### src/rtl/pcseq_pkg.sv
`timescale 1ns/1ps
package pcseq_pkg;

    typedef enum logic [2:0] {
        BK_NONE     = 3'd0,
        BK_JUMP     = 3'd1,
        BK_IF_T     = 3'd2,
        BK_IF_F     = 3'd3,
        BK_IF_T_DLY = 3'd4,
        BK_IF_F_DLY = 3'd5,
        BK_RSV6     = 3'd6,
        BK_RSV7     = 3'd7
    } br_kind_e;

    typedef enum logic [1:0] {
        CMP_NONE = 2'd0,
        CMP_EQ   = 2'd1,
        CMP_GT   = 2'd2,
        CMP_HI   = 2'd3
    } cmp_op_e;

    typedef struct packed {
        logic taken;
        logic delayed;
    } br_decision_t;

    localparam int INSN_BYTES = 2;

    function automatic logic is_branch(br_kind_e k);
        return (k == BK_JUMP) || (k == BK_IF_T) || (k == BK_IF_F) ||
               (k == BK_IF_T_DLY) || (k == BK_IF_F_DLY);
    endfunction

    function automatic logic is_delayed(br_kind_e k);
        return (k == BK_JUMP) || (k == BK_IF_T_DLY) || (k == BK_IF_F_DLY);
    endfunction

    function automatic logic cond_met(br_kind_e k, logic t);
        case (k)
            BK_JUMP:                  return 1'b1;
            BK_IF_T, BK_IF_T_DLY:     return t;
            BK_IF_F, BK_IF_F_DLY:     return ~t;
            default:                  return 1'b0;
        endcase
    endfunction

endpackage

### src/rtl/pcseq_tflag.sv
`timescale 1ns/1ps
module pcseq_tflag
    import pcseq_pkg::*;
#(
    parameter int DATA_W = 32
) (
    input  logic              clk,
    input  logic              rst,
    input  logic              stall,
    input  cmp_op_e           op,
    input  logic [DATA_W-1:0] a,
    input  logic [DATA_W-1:0] b,
    output logic              t_q
);
    logic res;
    logic upd;

    always_comb begin
        case (op)
            CMP_EQ:  res = (a == b);
            CMP_GT:  res = ($signed(a) > $signed(b));
            CMP_HI:  res = (a > b);
            default: res = t_q;
        endcase
        upd = (op != CMP_NONE) && !stall;
    end

    always_ff @(posedge clk) begin
        if (rst)
            t_q <= 1'b0;
        else if (upd)
            t_q <= res;
    end

    assert_t_only_by_compare_R7: assert property (@(posedge clk) disable iff (rst)
        (op == CMP_NONE || stall) |=> $stable(t_q));

    assert_t_eq_result_R7: assert property (@(posedge clk) disable iff (rst)
        (op == CMP_EQ && !stall && a == b) |=> t_q);

endmodule

### src/rtl/pcseq_branch_eval.sv
`timescale 1ns/1ps
module pcseq_branch_eval
    import pcseq_pkg::*;
(
    input  br_kind_e      kind,
    input  logic          t_now,
    input  logic          in_slot,
    input  logic          stall,
    output br_decision_t  dec,
    output logic          kill,
    output logic          slot_err
);
    logic active;

    always_comb begin
        active      = !stall;
        dec.taken   = active && !in_slot && cond_met(kind, t_now);
        dec.delayed = is_delayed(kind);
        kill        = dec.taken && !dec.delayed;
        slot_err    = active && in_slot && is_branch(kind);
    end

endmodule

### src/rtl/pcseq_pc_reg.sv
`timescale 1ns/1ps
module pcseq_pc_reg
    import pcseq_pkg::*;
#(
    parameter int ADDR_W = 32
) (
    input  logic              clk,
    input  logic              rst,
    input  logic [ADDR_W-1:0] rst_vector,
    input  logic              stall,
    input  br_decision_t      dec,
    input  logic [ADDR_W-1:0] target,
    output logic [ADDR_W-1:0] pc_q,
    output logic              slot_q
);
    localparam logic [ADDR_W-1:0] STEP = ADDR_W'(INSN_BYTES);
    localparam logic [ADDR_W-1:0] ALIGN_MASK = ~ADDR_W'(1);

    logic [ADDR_W-1:0] pend_q;
    logic [ADDR_W-1:0] tgt_even;

    assign tgt_even = target & ALIGN_MASK;

    always_ff @(posedge clk) begin
        if (rst) begin
            pc_q   <= rst_vector & ALIGN_MASK;
            slot_q <= 1'b0;
            pend_q <= '0;
        end else if (!stall) begin
            if (slot_q) begin
                pc_q   <= pend_q;
                slot_q <= 1'b0;
            end else if (dec.taken && dec.delayed) begin
                pc_q   <= pc_q + STEP;
                slot_q <= 1'b1;
                pend_q <= tgt_even;
            end else if (dec.taken) begin
                pc_q   <= tgt_even;
            end else begin
                pc_q   <= pc_q + STEP;
            end
        end
    end

    assert_stall_freezes_R10: assert property (@(posedge clk) disable iff (rst)
        stall |=> ($stable(pc_q) && $stable(slot_q)));

    assert_single_slot_R3: assert property (@(posedge clk) disable iff (rst)
        (slot_q && !stall) |=> !slot_q);

    assert_pc_even_R9: assert property (@(posedge clk) disable iff (rst)
        pc_q[0] == 1'b0);

endmodule

### src/rtl/dbr_pc_seq.sv
`timescale 1ns/1ps
module dbr_pc_seq
    import pcseq_pkg::*;
#(
    parameter int ADDR_W = 32,
    parameter int DATA_W = 32
) (
    input  logic              clk,
    input  logic              rst,
    input  logic [ADDR_W-1:0] rst_vector,
    input  logic              stall,
    input  logic [2:0]        br_kind,
    input  logic [ADDR_W-1:0] br_target,
    input  logic [1:0]        cmp_op,
    input  logic [DATA_W-1:0] cmp_a,
    input  logic [DATA_W-1:0] cmp_b,
    output logic [ADDR_W-1:0] fetch_addr,
    output logic              in_slot,
    output logic              kill,
    output logic              slot_err,
    output logic              t_flag
);
    br_decision_t dec;
    br_kind_e     kind;
    cmp_op_e      op;

    assign kind = br_kind_e'(br_kind);
    assign op   = cmp_op_e'(cmp_op);

    pcseq_tflag #(.DATA_W(DATA_W)) u_tflag (
        .clk   (clk),
        .rst   (rst),
        .stall (stall),
        .op    (op),
        .a     (cmp_a),
        .b     (cmp_b),
        .t_q   (t_flag)
    );

    pcseq_branch_eval u_eval (
        .kind     (kind),
        .t_now    (t_flag),
        .in_slot  (in_slot),
        .stall    (stall),
        .dec      (dec),
        .kill     (kill),
        .slot_err (slot_err)
    );

    pcseq_pc_reg #(.ADDR_W(ADDR_W)) u_pc (
        .clk        (clk),
        .rst        (rst),
        .rst_vector (rst_vector),
        .stall      (stall),
        .dec        (dec),
        .target     (br_target),
        .pc_q       (fetch_addr),
        .slot_q     (in_slot)
    );

    assert_seq_step_R2: assert property (@(posedge clk) disable iff (rst)
        (!stall && !in_slot && br_kind == 3'd0) |=>
            fetch_addr == $past(fetch_addr) + ADDR_W'(INSN_BYTES));

    assert_kill_no_slot_R5: assert property (@(posedge clk) disable iff (rst)
        (kill && !stall) |=> !in_slot);

    assert_err_not_kill_R6: assert property (@(posedge clk) disable iff (rst)
        !(kill && slot_err));

    assert_stall_quiet_R10: assert property (@(posedge clk) disable iff (rst)
        stall |-> (!kill && !slot_err));

endmodule

### config.mk
export PLATFORM = sky130hd
export DESIGN_NAME = dbr_pc_seq
export DESIGN_NICKNAME = d
export VERILOG_FILES = /design/src/rtl/pcseq_pkg.sv /design/src/rtl/pcseq_tflag.sv /design/src/rtl/pcseq_branch_eval.sv /design/src/rtl/pcseq_pc_reg.sv /design/src/rtl/dbr_pc_seq.sv
export SDC_FILE = /design/constraint.sdc
export NUM_CORES = 1
export LEC_CHECK = 0
export ABC_CLOCK_PERIOD_IN_PS = 2200
export BUFFER_PORTS_ARGS = -buffer_cell sky130_fd_sc_hd__buf_2
export CORE_AREA = 3 3 104 106
export DETAILED_ROUTE_END_ITERATION = 10
export DIE_AREA = 0 0 107 109
export GPL_ROUTABILITY_DRIVEN = 0
export HOLD_SLACK_MARGIN = 0.03
export PLACE_DENSITY = 0.81
export SKIP_LAST_GASP = 1
export SYNTH_ARGS = -nofsm -noshare
export SYNTH_HDL_FRONTEND = slang
export SYNTH_SLANG_ARGS = --single-unit
### constraint.sdc
create_clock -name clk -period 2.2 [get_ports clk]
set_clock_uncertainty 0.1 [all_clocks]
set_input_delay 0.22 -clock clk [delete_from_list [all_inputs] [get_ports clk]]
set_output_delay 0.22 -clock clk [all_outputs]
set_load 0.02 [all_outputs]
Word-level counts from Yosys, hierarchy flattened
Index checks and enable logic that the tools add are counted.
W data, S select, Z words.

cells by class
  eq/ne operators = 10
  add/sub/neg operators = 1
  muxes and demuxes = 9
  $lt $le $gt $ge = 2
  reduce and logical (&&, ||, !) cells = 22
  bitwise gates (word level) = 3

operators with widths
  cell                     count
  $mux W32                 5
  $gt A32 B32 Y1           2
  $add A32 B2 Y32 const B  1
  $eq A32 B32 Y1           1
  $logic_and A1 B1 Y1      7
  $eq A3 B2 Y1 const B     2
  $eq A3 B3 Y1 const B     2
  $logic_or A1 B1 Y1       6
  $pmux W1 S3              2
  $eq A2 B2 Y1 const B     2
  $reduce_or A2 Y1         2
  $eq A3 B1 Y1 const B     1
  $logic_not A1 Y1         3
  $not A1 Y1               3
  $reduce_and A3 Y1        1
  $reduce_bool A3 Y1       1
  $eq A2 B1 Y1 const B     1
  $mux W1                  2
  $ne A2 B2 Y1 const B     1
  $reduce_and A2 Y1        1
  $reduce_bool A2 Y1       1

word-level totals
  input bits = 136
  logic and storage cells = 52
  register bits after elaboration = 65
  output and inout bits = 36

Longest topological paths before layout
  word-level depth = 9
  depth in mapped cells = 8
  depth with buffers taken out = 8

Hierarchy
A second synthesis with hierarchy kept.

second synthesis, totals
  cell total of the unflattened synthesis = 572
  area, all modules = 4754.6 µm²

modules (own cells, without submodules)
  module             area an instance (µm²)  instances  sequential area each (µm²)  cells each
  pcseq_pc_reg       3713.6                  1          1591.5                      434
  pcseq_tflag        967.2                   1          20.0                        127
  pcseq_branch_eval  73.8                    1          0.0                         11

Worst setup path after synthesis
OpenSTA, ideal clock, no wires.

  kind = register to register
  start point = register u_pc.pc_q[6]
  end point = register u_pc.pc_q[27], data pin
  buffers on the path = 1
  data arrival time = 2157 ps
  stages on the path, launching flop included = 8
  data required time = 1933 ps
  period minus slack after synthesis = 2424 ps
  library setup time = 167 ps
  setup slack = -224 ps
  cells stage by stage = edfxtp_1 -> nand3_2 -> or4_1 -> buf_2 -> nor4_4 -> xnor2_1 -> a211o_1 -> a221oi_2

between the ends
  longest elaborated chain between the ends = 6

ends and longest elaborated chain
  element                 line                                    RTL
  start, declared         pcseq_pc_reg.sv:13                      output logic [ADDR_W-1:0] pc_q,
  start signal, assigned  pcseq_pc_reg.sv:26                      pc_q <= rst_vector & ALIGN_MASK;
  start signal, assigned  pcseq_pc_reg.sv:31                      pc_q <= pend_q;
  start signal, assigned  pcseq_pc_reg.sv:34                      pc_q <= pc_q + STEP;
  $add A32 B2 Y32 *       pcseq_pc_reg.sv:34, pcseq_pc_reg.sv:40
  $mux W32                pcseq_pc_reg.sv:37                      end else if (dec.taken) begin
  $mux W32 *              pcseq_pc_reg.sv:33                      end else if (dec.taken && dec.delayed) begin
  $mux W32 *              pcseq_pc_reg.sv:30                      if (slot_q) begin
  $mux W32 *              pcseq_pc_reg.sv:29                      end else if (!stall) begin
  $mux W32 *              pcseq_pc_reg.sv:25                      if (rst) begin

Mark *: on every way between the ends. The rest lies on a longest branch, timed or not. The select of a mux whose other input is x is not followed.
A chain may end at the register's enable or synchronous reset.

Worst setup path after layout
  start point = register u_pc.pc_q[2]
  end point = register u_pc.pc_q[17], data pin

The elaborated chain is that of the path after synthesis.

==> impl_metrics.py <==
metrics = {
    "die": {
        "dieArea_um2": 11700,
        "start_util_pct": 45.4,
        "die_h_um": 109,
        "ios": 172,
        "rows": 36,
        "fp.dieW_um": 107,
        "design.core.area_um2": 9860,
    },
    "clock_tree": {
        "cts.clk_slew.worst_paths_ns": 0.07,
        "insertion_delay_ns": 0.34,
        "clock-root-buffer": "clkbuf_8",
        "htree_levels": 3,
        "cts_tree": "built",
        "clock-sinks": 65,
        "cts_buffer_depth": 2,
        "numCtsBuffers": 9,
    },
    "critical_path": {
        "arrival_ns": 2.22,
        "critical_path.cell_chain": "ha_2, and4_4, nand4_1, or3_1, a311oi_2, a21oi_1, o21ai_1",
        "cp.required_ns": 2.27,
        "worst-path-buf-inv": 0,
        "critPathCaptureType": "flop",
        "cp_top_family": "simple AND/OR/NAND/NOR gates",
        "cp_max_fo": 5,
        "criticalPathCategory": "reg2reg",
        "cp-start-kind": "flop",
        "slowest_delay_ns": 0.45,
        "critical_path.slowest_cell": "or3_1",
    },
    "synthesis": {
        "synth_cell_types": 51,
        "synth_compound_area_share_pct": 21.1,
        "yosysWarnings": 0,
        "synthAdderAreaFrac_pct": 9.22,
        "synthMuxAreaShare_pct": 0.447,
        "yosys.area_share.xor_xnor_pct": 5.28,
        "ys_ff_latch": 65,
        "yosys.area_share.simple_pct": 21.7,
        "synth-seq-area-share_pct": 36.0,
        "synth_edf_count": 31,
        "synth_top_family_by_area": "simple AND/OR/NAND/NOR gates",
        "syn_avg_cell_area_um2": 7.94,
        "syn_nets": 733,
        "async_reset_ff_share_pct": 0,
        "netlist_area_um2": 4480,
        "synth_flop_cell": "dfxtp_1",
        "synthCells": 564,
    },
    "global_route": {
        "globalRouteMet2Util_pct": 45.0,
        "antenna_found_initial": 0,
        "grt_max_degree": 48,
        "first_global_vias": 4978,
        "met1_usage_pct": 28.8,
        "track_usage_pct": 24.4,
        "grt_pass1_wl_mm": 22.8,
        "grt-busiest-layer": "met2",
        "grt_overflow": 0,
        "grtUsageMet3_pct": 5.27,
    },
    "timing": {
        "tightest_slew_ns": 0.645,
        "rsz0062_at_grt": "yes",
        "fmax_mhz": 465,
        "slew_headroom_pct": 56.9,
        "setup_viol": 0,
        "finalCriticalPeriod_ns": 2.15,
        "slew_violations": 0,
        "fin_ws_ns": 0.0504,
        "timing_hold_violations_final": 0,
        "fin_crit_sh_pct": 97.7,
    },
    "place": {
        "dpl.hpwl_mm": 10.9,
        "preCtsSetupSlack_ns": -0.171,
        "io_buffers": 169,
    },
    "pwr": {
        "p_leak_nw": 2.89,
        "p_int_mw": 2.35,
        "powerDensity_nw_per_um2": 542,
        "ir_drop_mv": 0.312,
        "p_total_mw": 3.37,
        "power_frac_seq_pct": 42.4,
        "pwr-share-comb_pct": 27.0,
        "clockPowerShare_pct": 30.7,
        "p_sw_share_pct": 30.3,
        "p_switching_mw": 1.02,
    },
    "route": {
        "drtIter0Drc": 385,
        "ant_nets": 0,
        "vias_per_cell": 5.49,
        "vias": 5019,
        "wl_per_cell_um": 15.8,
        "drc_errors": 0,
        "wl_mm": 14.5,
        "drt-pass1-iter-count": 5,
    },
    "final_layout": {
        "multi_input_area_um2": 2700,
        "drive_gt1_share_pct": 33.1,
        "fill_cells": 805,
        "seq_area_um2": 1610,
        "areaGrowthSynthToFinish_pct": 38.8,
        "insertedDiodeCount": 0,
        "nets": 947,
    },
    "outcome": {
        "outcome": "completed",
    },
    "flow_run": {
        "cap_violations": 0,
    },
    "min_path": {
        "min-delay-path-class": "in2reg",
    },
}
cell usage after synthesis, types with 15 or more instances:
master    number  area share, %
a21oi_1       73            8.2
clkbuf_1      29            2.4
dfxtp_1       34             15
edfxtp_1      31             21
ha_1          33            9.2
inv_1         44            3.7
nand2_1      108            9.0
nand3_1       17            1.9
nand4_1       15            2.1
nor2_1        27            2.3
o21ai_0       29            3.2
xor2_1        16            3.1
layout by cell type (no fill, tap or decap), types with 15 or more instances in the layout:
cell      netlist  routed
nor2_1         27      27
edfxtp_1       31      31
buf_4           0      52
o21ai_0        29      28
xor2_1         16      15
inv_1          44      44
a21oi_1        73      73
nand4_1        15      15
dfxtp_1        34      34
nand3_1        17      15
buf_2           1     169
ha_1           33      32
nand2_1       108     108
what timing repair did:
item | CTS | global route
pin swaps | 1 | 12
hold buffers | 11 | 0
resized for setup | 6 | 17
endpoints found under the setup margin | 11 | 19
endpoints found under the hold margin | 11 | 0
setup buffers | 1 | 5
worst paths after layout:
check / start / endpoint / slack (ns) / depth (start not counted)
setup / recovery: u_pc.pc_q[2] / u_pc.pc_q[17] / 0.05 / 7
hold / removal: br_target[29] / u_pc.pend_q[29] / 0.04 / 3
setup reg to reg: u_pc.pc_q[2] / u_pc.pc_q[17] / 0.05 / 7
hold reg to reg: u_pc.pc_q[0] / u_pc.pc_q[0] / 0.35 / 1
cell type report:
cell class | count | share of cell area, %
sequential | 65 | 25.9
tap | 133 | 2.68
clock buffer | 12 | 2.49
clock inverter | 3 | 0.644
multi-input combinational | 424 | 43.5
timing repair buffer | 234 | 22.2
inverter | 44 | 2.66
cells by family after synthesis:
kind of cell             count (synthesis)
multiplexers                             2
AND/OR/NAND/NOR                        206
buffers and inverters                   75
flip-flops                              65
XOR/XNOR                                27
AO/OA/AOI/OAI                          156
adder cells (fa/ha/maj)                 33
sequential cells by signal, summed over array words and instances (netlist names):
name	count
u_pc.pend_q	31
u_pc.pc_q	32
u_pc.slot_q	1
u_tflag.t_q	1
power groups by stage:
stage	clock network (mW)	registers, mW	logic [mW]
final	1.03	1.43	0.909
after global routing	1.08	1.44	1.00
after CTS	1.04	1.42	0.885
after detailed placement	0	1.45	0.861
after global placement	0	1.45	0.825
after floorplan	0	1.54	0.382
worst reg2reg max path: cells and delay by family (launching register included):
family                     cells  cell delay [ns]
AOI/OAI and AO/OA              3             0.43
DFF                            1             0.35
adders and majority gates      1             0.18
and+or+nand+nor                3             0.92
stage by stage:
stage	cells	area, µm²	hold slack [ns]	util [%]	TNS [ns]
after floorplan	564	4500	0.256	-	-0.479
after global placement	883	5750	0.337	58.3	-0.153
after detailed placement	883	5750	0.344	58.3	-0.520
after CTS	910	6090	0.0307	61.7	-0.0466
after global routing	915	6220	0.0421	63.0	-0.232
final	915	6220	0.0355	63.0	0
routing by layer:
layer  up-vias  wire length, µm
li1       2440                -
met2       252             7250
met5         -                0
met3        24             1260
met4         0              164
met1      2303             5810
Power figures use the tool's default switching activity.
